### src/rtl/tmr_pkg.sv
package tmr_pkg;

    typedef enum logic [1:0] {
        SLOT_STAT   = 2'd0,
        SLOT_CTRL   = 2'd1,
        SLOT_PERIOD = 2'd2,
        SLOT_SNAP   = 2'd3
    } slot_e;

    localparam int NUM_SLOTS = 4;

    localparam int CTL_IEN  = 0;
    localparam int CTL_CONT = 1;
    localparam int CTL_GO   = 2;
    localparam int CTL_HALT = 3;

    localparam int ST_TO  = 0;
    localparam int ST_RUN = 1;

    typedef struct packed {
        logic stat;
        logic ctrl;
        logic period;
    } wr_strobe_t;

    typedef struct packed {
        logic go;
        logic halt;
    } run_cmd_t;

    function automatic run_cmd_t cmd_from_word(input logic [3:0] low);
        run_cmd_t c;
        c.go   = low[CTL_GO];
        c.halt = low[CTL_HALT];
        return c;
    endfunction

endpackage

### src/rtl/tmr_bus_decode.sv
module tmr_bus_decode
    import tmr_pkg::*;
#(
    parameter int ADDR_W = 5
) (
    input  logic              sel,
    input  logic              we,
    input  logic [ADDR_W-3:0] word,
    output wr_strobe_t        wr,
    output logic              rd_hit,
    output slot_e             slot
);
    localparam int WORD_W = ADDR_W - 2;

    logic mapped;

    generate
        if (WORD_W > 2) begin : g_wide
            assign mapped = (word[WORD_W-1:2] == '0);
        end else begin : g_narrow
            assign mapped = 1'b1;
        end
    endgenerate

    assign slot = slot_e'(word[1:0]);

    always_comb begin
        wr        = '0;
        wr.stat   = sel && we && mapped && (slot == SLOT_STAT);
        wr.ctrl   = sel && we && mapped && (slot == SLOT_CTRL);
        wr.period = sel && we && mapped && (slot == SLOT_PERIOD);
        rd_hit    = sel && !we && mapped;
    end

endmodule

### src/rtl/tmr_downcounter.sv
module tmr_downcounter
    import tmr_pkg::*;
#(
    parameter int W = 32
) (
    input  logic         clk,
    input  logic         rst,
    input  logic         load,
    input  logic [W-1:0] load_val,
    input  logic         cmd_wr,
    input  run_cmd_t     cmd,
    input  logic         cont,
    input  logic [W-1:0] period,
    output logic [W-1:0] cnt,
    output logic         run,
    output logic         expire
);
    logic [W-1:0] cnt_d;
    logic         run_d;

    assign expire = run && ((cnt == '0) || (cnt == W'(1)));

    always_comb begin
        cnt_d = cnt;
        run_d = run;
        if (run) begin
            if (expire) begin
                cnt_d = cont ? period : '0;
                run_d = cont;
            end else begin
                cnt_d = cnt - W'(1);
            end
        end
        if (load) begin
            cnt_d = load_val;
        end
        if (cmd_wr) begin
            if (cmd.halt) begin
                run_d = 1'b0;
            end else if (cmd.go) begin
                run_d = 1'b1;
            end
        end
    end

    always_ff @(posedge clk) begin
        if (rst) begin
            cnt <= '0;
            run <= 1'b0;
        end else begin
            cnt <= cnt_d;
            run <= run_d;
        end
    end

endmodule

### src/rtl/tmr_flag_irq.sv
module tmr_flag_irq (
    input  logic clk,
    input  logic rst,
    input  logic set,
    input  logic clr,
    input  logic ien,
    output logic to_flag,
    output logic irq
);
    always_ff @(posedge clk) begin
        if (rst) begin
            to_flag <= 1'b0;
        end else if (set) begin
            to_flag <= 1'b1;
        end else if (clr) begin
            to_flag <= 1'b0;
        end
    end

    assign irq = to_flag && ien;

endmodule

### src/rtl/interval_timer.sv
module interval_timer
    import tmr_pkg::*;
#(
    parameter int W      = 32,
    parameter int ADDR_W = 5
) (
    input  logic              clk,
    input  logic              rst,
    input  logic              bus_sel,
    input  logic              bus_we,
    input  logic [ADDR_W-1:0] bus_addr,
    input  logic [W-1:0]      bus_wdata,
    output logic [W-1:0]      bus_rdata,
    output logic              irq
);
    wr_strobe_t   wr;
    logic         rd_hit;
    slot_e        slot;
    logic [W-1:0] ctrl_q;
    logic [W-1:0] period_q;
    logic [W-1:0] cnt;
    logic         run;
    logic         expire;
    logic         to_flag;
    logic [1:0]   addr_lane_unused;

    assign addr_lane_unused = bus_addr[1:0];

    tmr_bus_decode #(.ADDR_W(ADDR_W)) u_dec (
        .sel    (bus_sel),
        .we     (bus_we),
        .word   (bus_addr[ADDR_W-1:2]),
        .wr     (wr),
        .rd_hit (rd_hit),
        .slot   (slot)
    );

    always_ff @(posedge clk) begin
        if (rst) begin
            ctrl_q   <= '0;
            period_q <= '0;
        end else begin
            if (wr.ctrl)   ctrl_q   <= bus_wdata;
            if (wr.period) period_q <= bus_wdata;
        end
    end

    tmr_downcounter #(.W(W)) u_cnt (
        .clk      (clk),
        .rst      (rst),
        .load     (wr.period),
        .load_val (bus_wdata),
        .cmd_wr   (wr.ctrl),
        .cmd      (cmd_from_word(bus_wdata[3:0])),
        .cont     (ctrl_q[CTL_CONT]),
        .period   (period_q),
        .cnt      (cnt),
        .run      (run),
        .expire   (expire)
    );

    tmr_flag_irq u_flag (
        .clk     (clk),
        .rst     (rst),
        .set     (expire),
        .clr     (wr.stat),
        .ien     (ctrl_q[CTL_IEN]),
        .to_flag (to_flag),
        .irq     (irq)
    );

    always_comb begin
        bus_rdata = '0;
        if (rd_hit) begin
            unique case (slot)
                SLOT_STAT: begin
                    bus_rdata[ST_TO]  = to_flag;
                    bus_rdata[ST_RUN] = run;
                end
                SLOT_CTRL:   bus_rdata = ctrl_q;
                SLOT_PERIOD: bus_rdata = period_q;
                SLOT_SNAP:   bus_rdata = cnt;
                default:     bus_rdata = '0;
            endcase
        end
    end

endmodule

### config.mk
export PLATFORM = sky130hd
export DESIGN_NAME = interval_timer
export DESIGN_NICKNAME = d
export VERILOG_FILES = /design/src/rtl/tmr_pkg.sv /design/src/rtl/tmr_bus_decode.sv /design/src/rtl/tmr_downcounter.sv /design/src/rtl/tmr_flag_irq.sv /design/src/rtl/interval_timer.sv
export SDC_FILE = /design/constraint.sdc
export NUM_CORES = 1
export LEC_CHECK = 0
export BUFFER_PORTS_ARGS = -buffer_cell sky130_fd_sc_hd__buf_4
export CORE_MARGIN = 1.5
export CORE_UTILIZATION = 58
export DETAILED_ROUTE_END_ITERATION = 16
export PLACE_DENSITY = 0.8
export SLEW_MARGIN = 20
export SYNTH_ARGS = -nofsm -noshare
export SYNTH_HDL_FRONTEND = slang
export SYNTH_SLANG_ARGS = --single-unit
### constraint.sdc
create_clock -name clk -period 2.4 [get_ports clk]
set_input_delay 0 -clock clk [delete_from_list [all_inputs] [get_ports clk]]
set_output_delay 0 -clock clk [all_outputs]
set_load 0.01 [all_outputs]
# Word level (Yosys, flattened, before mapping)
# Index checks and enable logic that the tools add are counted.
word_totals:
  register_bits: 98
  in_bits: 41
  wordCells: 40
  out_inout_bits: 33
classes:
  add_sub_neg: 1
  n_eq_ne: 4
  reduce_logical: 15
  n_bitwise: 1
  mux: 14
ops:
  columns: ["operator", "count"]
  rows:
  - ["$mux 32", 5]
  - ["$pmux 30 s3", 1]
  - ["$eq 32x1->1 const B", 1]
  - ["$logic_not 32->1", 1]
  - ["$sub 32x1->32 const B", 1]
  - ["$logic_and 1x1->1", 9]
  - ["$pmux 2 s4", 1]
  - ["$mux 1", 7]
  - ["$eq 2x2->1 const B", 2]
  - ["$reduce_bool 2->1", 2]
  - ["$eq 2x1->1 const B", 1]
  - ["$logic_not 2->1", 1]
  - ["$logic_not 1->1", 1]
  - ["$logic_or 1x1->1", 1]
  - ["$not 1->1", 1]

# Logic depth before layout (Yosys ltp)
logic_depth:
  depth_word: 8
  mapped_depth: 9
  ltp_nobuf: 7

# Hierarchy
# A second synthesis with hierarchy kept.
hier_totals:
  cells_unflattened: 693
  hier_area_um2: 5771.8
by_module_without_submodules:
  columns: ["mod", "n_inst", "area_per_inst_um2", "cells_each", "seq_area_each_um2"]
  rows:
  - ["interval_timer", 1, 2989.1, 317, 1281.2]
  - ["tmr_downcounter", 1, 2672.6, 364, 660.6]
  - ["tmr_bus_decode", 1, 65.1, 7, 0.0]
  - ["tmr_flag_irq", 1, 45.0, 5, 20.0]

# Worst setup path before layout
# No wires, ideal clock.
synth_timing:
  kind: "register to register"
  from: "register u_cnt.cnt[0]"
  to: "register u_cnt.cnt[26]"
  setup_ps: 127
  slack_ps: 391
  required_ps: 2273
  synth_period_minus_slack_ps: 2009
  arrival_ps: 1883
  path_stages_with_launch: 9
  n_path_buf: 1
  path_cell_list: "dfxtp_1 > inv_1 > ha_1 > clkbuf_1 > nor4b_1 > nand4_2 > o31a_1 > o211ai_1 > a221oi_2"
synth_between:
  elab_chain_len: 6
  elab_cells_between_ends: 8
  classes_between: "add/sub: 1; eq/ne: 1; mux: 3; reduce/logical: 3"
synth_rtl:
  columns: ["item", "line_no", "text"]
  rows:
  - ["start, declared", "tmr_downcounter.sv:14", "output logic [W-1:0] cnt,"]
  - ["start signal, assigned", "tmr_downcounter.sv:51", "cnt <= cnt_d;"]
  - ["branches (longest 3 deep; another with $sub 32x1->32)", null, null]
  - ["$mux 32 *", "tmr_downcounter.sv:27", "if (expire) begin"]
  - ["$mux 32 *", "tmr_downcounter.sv:26", "if (run) begin"]
  - ["$mux 32 *", "tmr_downcounter.sv:34", "if (load) begin"]
# Mark *: on every way between the ends. The select of a mux whose other input is x is not followed.
# A chain may end at the register's enable or synchronous reset.

# Worst setup path after layout
# Ends and elaborated chain as after synthesis.

==> results by group <==
Synth
  • XOR/XNOR share of the synthesized area: 0.0387
  • Dominant register cell in the synthesized netlist: sky130_fd_sc_hd__dfxtp_1
  • Synth Area per Inst: about 8.1 sq um
  • Register area share after synthesis: 0.347
  • Post-synthesis net count: roughly 740
  • Post-synthesis register bit count: 98
  • Post-synthesis compound-gate area fraction: 0.238
  • Share of synthesized cell area in full adder, half adder and majority cells: 0.00442
  • Dominant combinational cell family by area after synthesis: compound AO/OA/AOI/OAI gates
  • Async S/R FF share, synth: 0
  • Distinct cell type count after synthesis: ~70
  • Syn. warnings: 0
  • Number of enable-type register cells in the synthesized netlist: 0
  • Netlist area before placement: between 5000 and 6000 sq um
  • Number of cells produced by synthesis: around 700
  • Multiplexer share of the synthesized area: 0.0794
  • Simple-gate share of the synthesized area: 0.231

Die
  • Die area: just over 10000 sq um
  • Core area: between 9000 and 10000 sq um
  • Horizontal extent of the die: ~100 um
  • Site row count: 35
  • Initial Utilization: 0.606
  • Num ports: 74
  • Die Y: around 100 um

Timing
  • Worst slack on hold paths: approximately 45 ps
  • Final critical-path share of the clock period: 0.928
  • Max frequency: 0.449 GHz
  • Sum of negative setup slack: 0 ps
  • Hold violation count in the final report: 0
  • Minimum clock period: approximately 2200 ps
  • Total count of max-transition violations in the final report: 0
  • Setup repair after global routing missed its margin: false
  • Tightest slew margin relative to the limit: 0.467
  • Actual transition at the worst max-transition pin: between 800 and 900 ps
  • Setup violators final: 0
  • Final clock skew: 8.39 ps

Power and ir drop
  • Total power divided by cell area: 517 nW/um^2
  • Peak supply drop: ~300 uV
  • Overall power consumption: approximately 3.5 mW
  • Total leakage power: approximately 2.5 nW

GRT
  • Largest net degree at the start of global routing: between 70 and 80
  • Total global-route track usage: 0.323
  • Overflow left after global routing: 0
  • Wire length of the first global-routing pass: around 27 mm
  • Number of global-route vias before repair: around 5500
  • Initial antenna violation count: 0

Layout
  • Share of cells above drive strength 1: 0.233
  • Final standard cell count with taps included and fillers excluded: ~900
  • Number of fill cells in the layout: ~700
  • Antenna cells: 0
  • Area Growth Syn to Fin: 20.7%
  • Fin nets: 827

Drt
  • Number of iterations in the first detailed-routing pass: 5
  • Count of unresolved DRC violations after routing: 0
  • Detail-routed net length per standard cell: roughly 18 um
  • Post-route ant nets: 0
  • Total wire length: between 15 and 20 mm
  • Via count of the routed design: 5652
  • Vias per cell: 6.16
  • Starting DRC count in detailed routing: between 400 and 500

CTS
  • CTS buffer count: 9
  • Buffer type at the clock tree root: sky130_fd_sc_hd__clkbuf_8
  • Clock Sinks: between 90 and 100
  • Clk pin slew, worst setup/hold paths: 90 ps
  • Worst skew pair latency: between 300 and 400 ps
  • Bufs on Longest Clock Path: 2
  • TritonCTS clock tree: yes
  • Number of setup buffers added after CTS: 0
  • Htree depth: 3

Worst hold path
  • HP Class: in -> reg

Placement
  • Cell Count Post-Placement: slightly below 900
  • Port-buffer cells: 71
  • Global placement routability congestion: 0.888
  • Total half-perimeter wirelength after legalization and detailed placement: around 11 mm

Run status
  • Status: complete, no violations

Critical path
  • Startpoint of the lowest-slack register-to-register path: u_cnt.cnt[0]$_SDFFE_PP0P_
  • Reg-to-reg setup timing slack: 170 ps
  • Cell count of the worst reg-to-reg path: 7
  • CP required: between 2000 and 3000 ps
  • RR Endpoint: u_cnt.cnt[26]$_SDFFE_PP0P_
  • Worst Path Max Fanout: 9
  • Category of the most critical setup path: reg -> reg
  • Endpoint class of the critical path: register
  • Category of the worst setup path launch point: register
  • Worst path arrival time: ~2500 ps
  • CP Launch Point: u_cnt.cnt[0]$_SDFFE_PP0P_
  • End point of the critical path: u_cnt.cnt[26]$_SDFFE_PP0P_

Job
  • Total of max-cap violations: 0
-- synth_stat cells (3+ instances only) --
cell	count	area share
sky130_fd_sc_hd__o32ai_1	3	0.0046
sky130_fd_sc_hd__nor4_1	4	0.0044
sky130_fd_sc_hd__nor4_4	5	0.019
sky130_fd_sc_hd__o22ai_1	9	0.010
sky130_fd_sc_hd__clkbuf_8	3	0.0073
sky130_fd_sc_hd__o21a_1	9	0.012
sky130_fd_sc_hd__nand2b_1	3	0.0033
sky130_fd_sc_hd__o21ai_0	9	0.0080
sky130_fd_sc_hd__buf_2	8	0.0071
sky130_fd_sc_hd__nand3_1	9	0.0080
sky130_fd_sc_hd__o221ai_1	3	0.0046
sky130_fd_sc_hd__nand3b_1	3	0.0040
sky130_fd_sc_hd__a221o_1	3	0.0053
sky130_fd_sc_hd__or3_1	3	0.0033
sky130_fd_sc_hd__dfxtp_1	98	0.35
sky130_fd_sc_hd__a22oi_1	40	0.053
sky130_fd_sc_hd__a22o_1	6	0.0093
sky130_fd_sc_hd__and4_1	3	0.0046
sky130_fd_sc_hd__xnor2_1	16	0.025
sky130_fd_sc_hd__buf_1	6	0.0040
sky130_fd_sc_hd__a311oi_2	4	0.011
sky130_fd_sc_hd__xor2_1	9	0.014
sky130_fd_sc_hd__buf_6	5	0.010
sky130_fd_sc_hd__inv_1	4	0.0027
sky130_fd_sc_hd__a31oi_1	9	0.010
sky130_fd_sc_hd__nor2_1	44	0.029
sky130_fd_sc_hd__a21o_1	4	0.0053
sky130_fd_sc_hd__nor2b_1	4	0.0044
sky130_fd_sc_hd__a221oi_1	3	0.0046
sky130_fd_sc_hd__nor3_1	16	0.014
sky130_fd_sc_hd__a21oi_1	78	0.069
sky130_fd_sc_hd__nand2_1	155	0.10
sky130_fd_sc_hd__clkbuf_1	37	0.025
sky130_fd_sc_hd__mux2_2	35	0.070
-- what timing repair did --
item                                   4_1_cts  5_1_grt
resized for setup                            0        2
hold buffers                                32        0
setup endpoints to repair                    0        8
endpoints found under the hold margin       73        0
-- routing by layer --
metal,track usage,up-vias,wire [um]
li1,-,2668,-
met1,0.427,2652,6670
met2,0.537,297,7920
met3,0.0380,35,1190
met4,0.130,0,366
met5,0,-,0
-- cell type report --
type,instances,area [sq um],share of cell area
multi-input cells,535,3370,0.493
flip-flops and latches,98,1960,0.287
repair buffers,136,1130,0.165
clock buffers,14,163,0.0238
well taps,129,161,0.0236
clock inverters,2,35.0,0.00513
inverters,4,15.0,0.00220
-- where the power goes --
group          total [mW]  leakage, nW  internal (mW)  switching, mW
clock network        1.10        0.101          0.540          0.560
logic               0.740         1.65          0.349          0.390
registers            1.69        0.791           1.65         0.0366
total                3.53         2.55           2.54          0.987
-- flip-flops by register name, indices dropped and copies added (netlist names) --
name            flops
u_cnt.cnt          32
period_q           32
ctrl_q             32
u_cnt.run           1
u_flag.to_flag      1
-- worst max-delay path, stage by stage (launching register included) --
cell and delay, ps:
sky130_fd_sc_hd__dfxtp_1 390, sky130_fd_sc_hd__inv_1 100, sky130_fd_sc_hd__ha_1 330, sky130_fd_sc_hd__nor4b_2 290, sky130_fd_sc_hd__nand4_2 320, sky130_fd_sc_hd__o31a_1 380, sky130_fd_sc_hd__o211ai_1 210, sky130_fd_sc_hd__a221oi_2 90
-- layout by cell type (no fill, tap or decap), drive strengths merged, types with 4 or more instances in the layout --
cell type    synthesis  routed
nand2              156     156
buf                 21     104
dfxtp               98      98
a21oi               78      78
nor2                44      44
a22oi               40      40
mux2                35      35
dlygate4sd3          0      32
nor3                18      18
xnor2               16      16
clkbuf              41      14
o22ai               11      11
o21ai               10      10
nand3               10      10
nor4                10      10
xor2                 9       9
o21a                 9       9
a31oi                9       9
a22o                 6       6
nor2b                5       5
inv                  4       4
a21o                 4       4
a311oi               4       4
a221oi               4       4
nand4                4       4
-- cells by family (layout without fill, tap and decap cells) --
| kind of cell | after synthesis | in the layout |
|---|---|---|
| buffers and inverters | 66 | 156 |
| AOI/OAI and AO/OA | 199 | 199 |
| xor gates and xnor gates | 25 | 25 |
| DFF | 98 | 98 |
| and+or+nand+nor | 271 | 271 |
| adders and majority gates | 2 | 2 |
| muxes | 38 | 38 |
-- worst min-delay path by stage --
stage | start | endpoint | depth (start not counted)
after global placement | bus_wdata[3] | u_cnt.run$_SDFF_PP0_ | 2
after CTS | rst | period_q[0]$_SDFFE_PP0P_ | 2
final | rst | period_q[0]$_SDFFE_PP0P_ | 2
after floorplan | bus_wdata[3] | u_cnt.run$_SDFF_PP0_ | 1
after global routing | rst | period_q[7]$_SDFFE_PP0P_ | 2
after detailed placement | bus_wdata[3] | u_cnt.run$_SDFF_PP0_ | 2
-- stage by stage --
step	setup slack, ps	util	instance area (sq um)
6_report	173	0.732	6830
5_1_grt	20.2	0.732	6830
4_1_cts	126	0.731	6820
3_5_place_dp	184	0.676	6300
3_3_place_gp	240	0.676	6300
2_1_floorplan	391	-	5660
(Power assumes the default switching activity.)
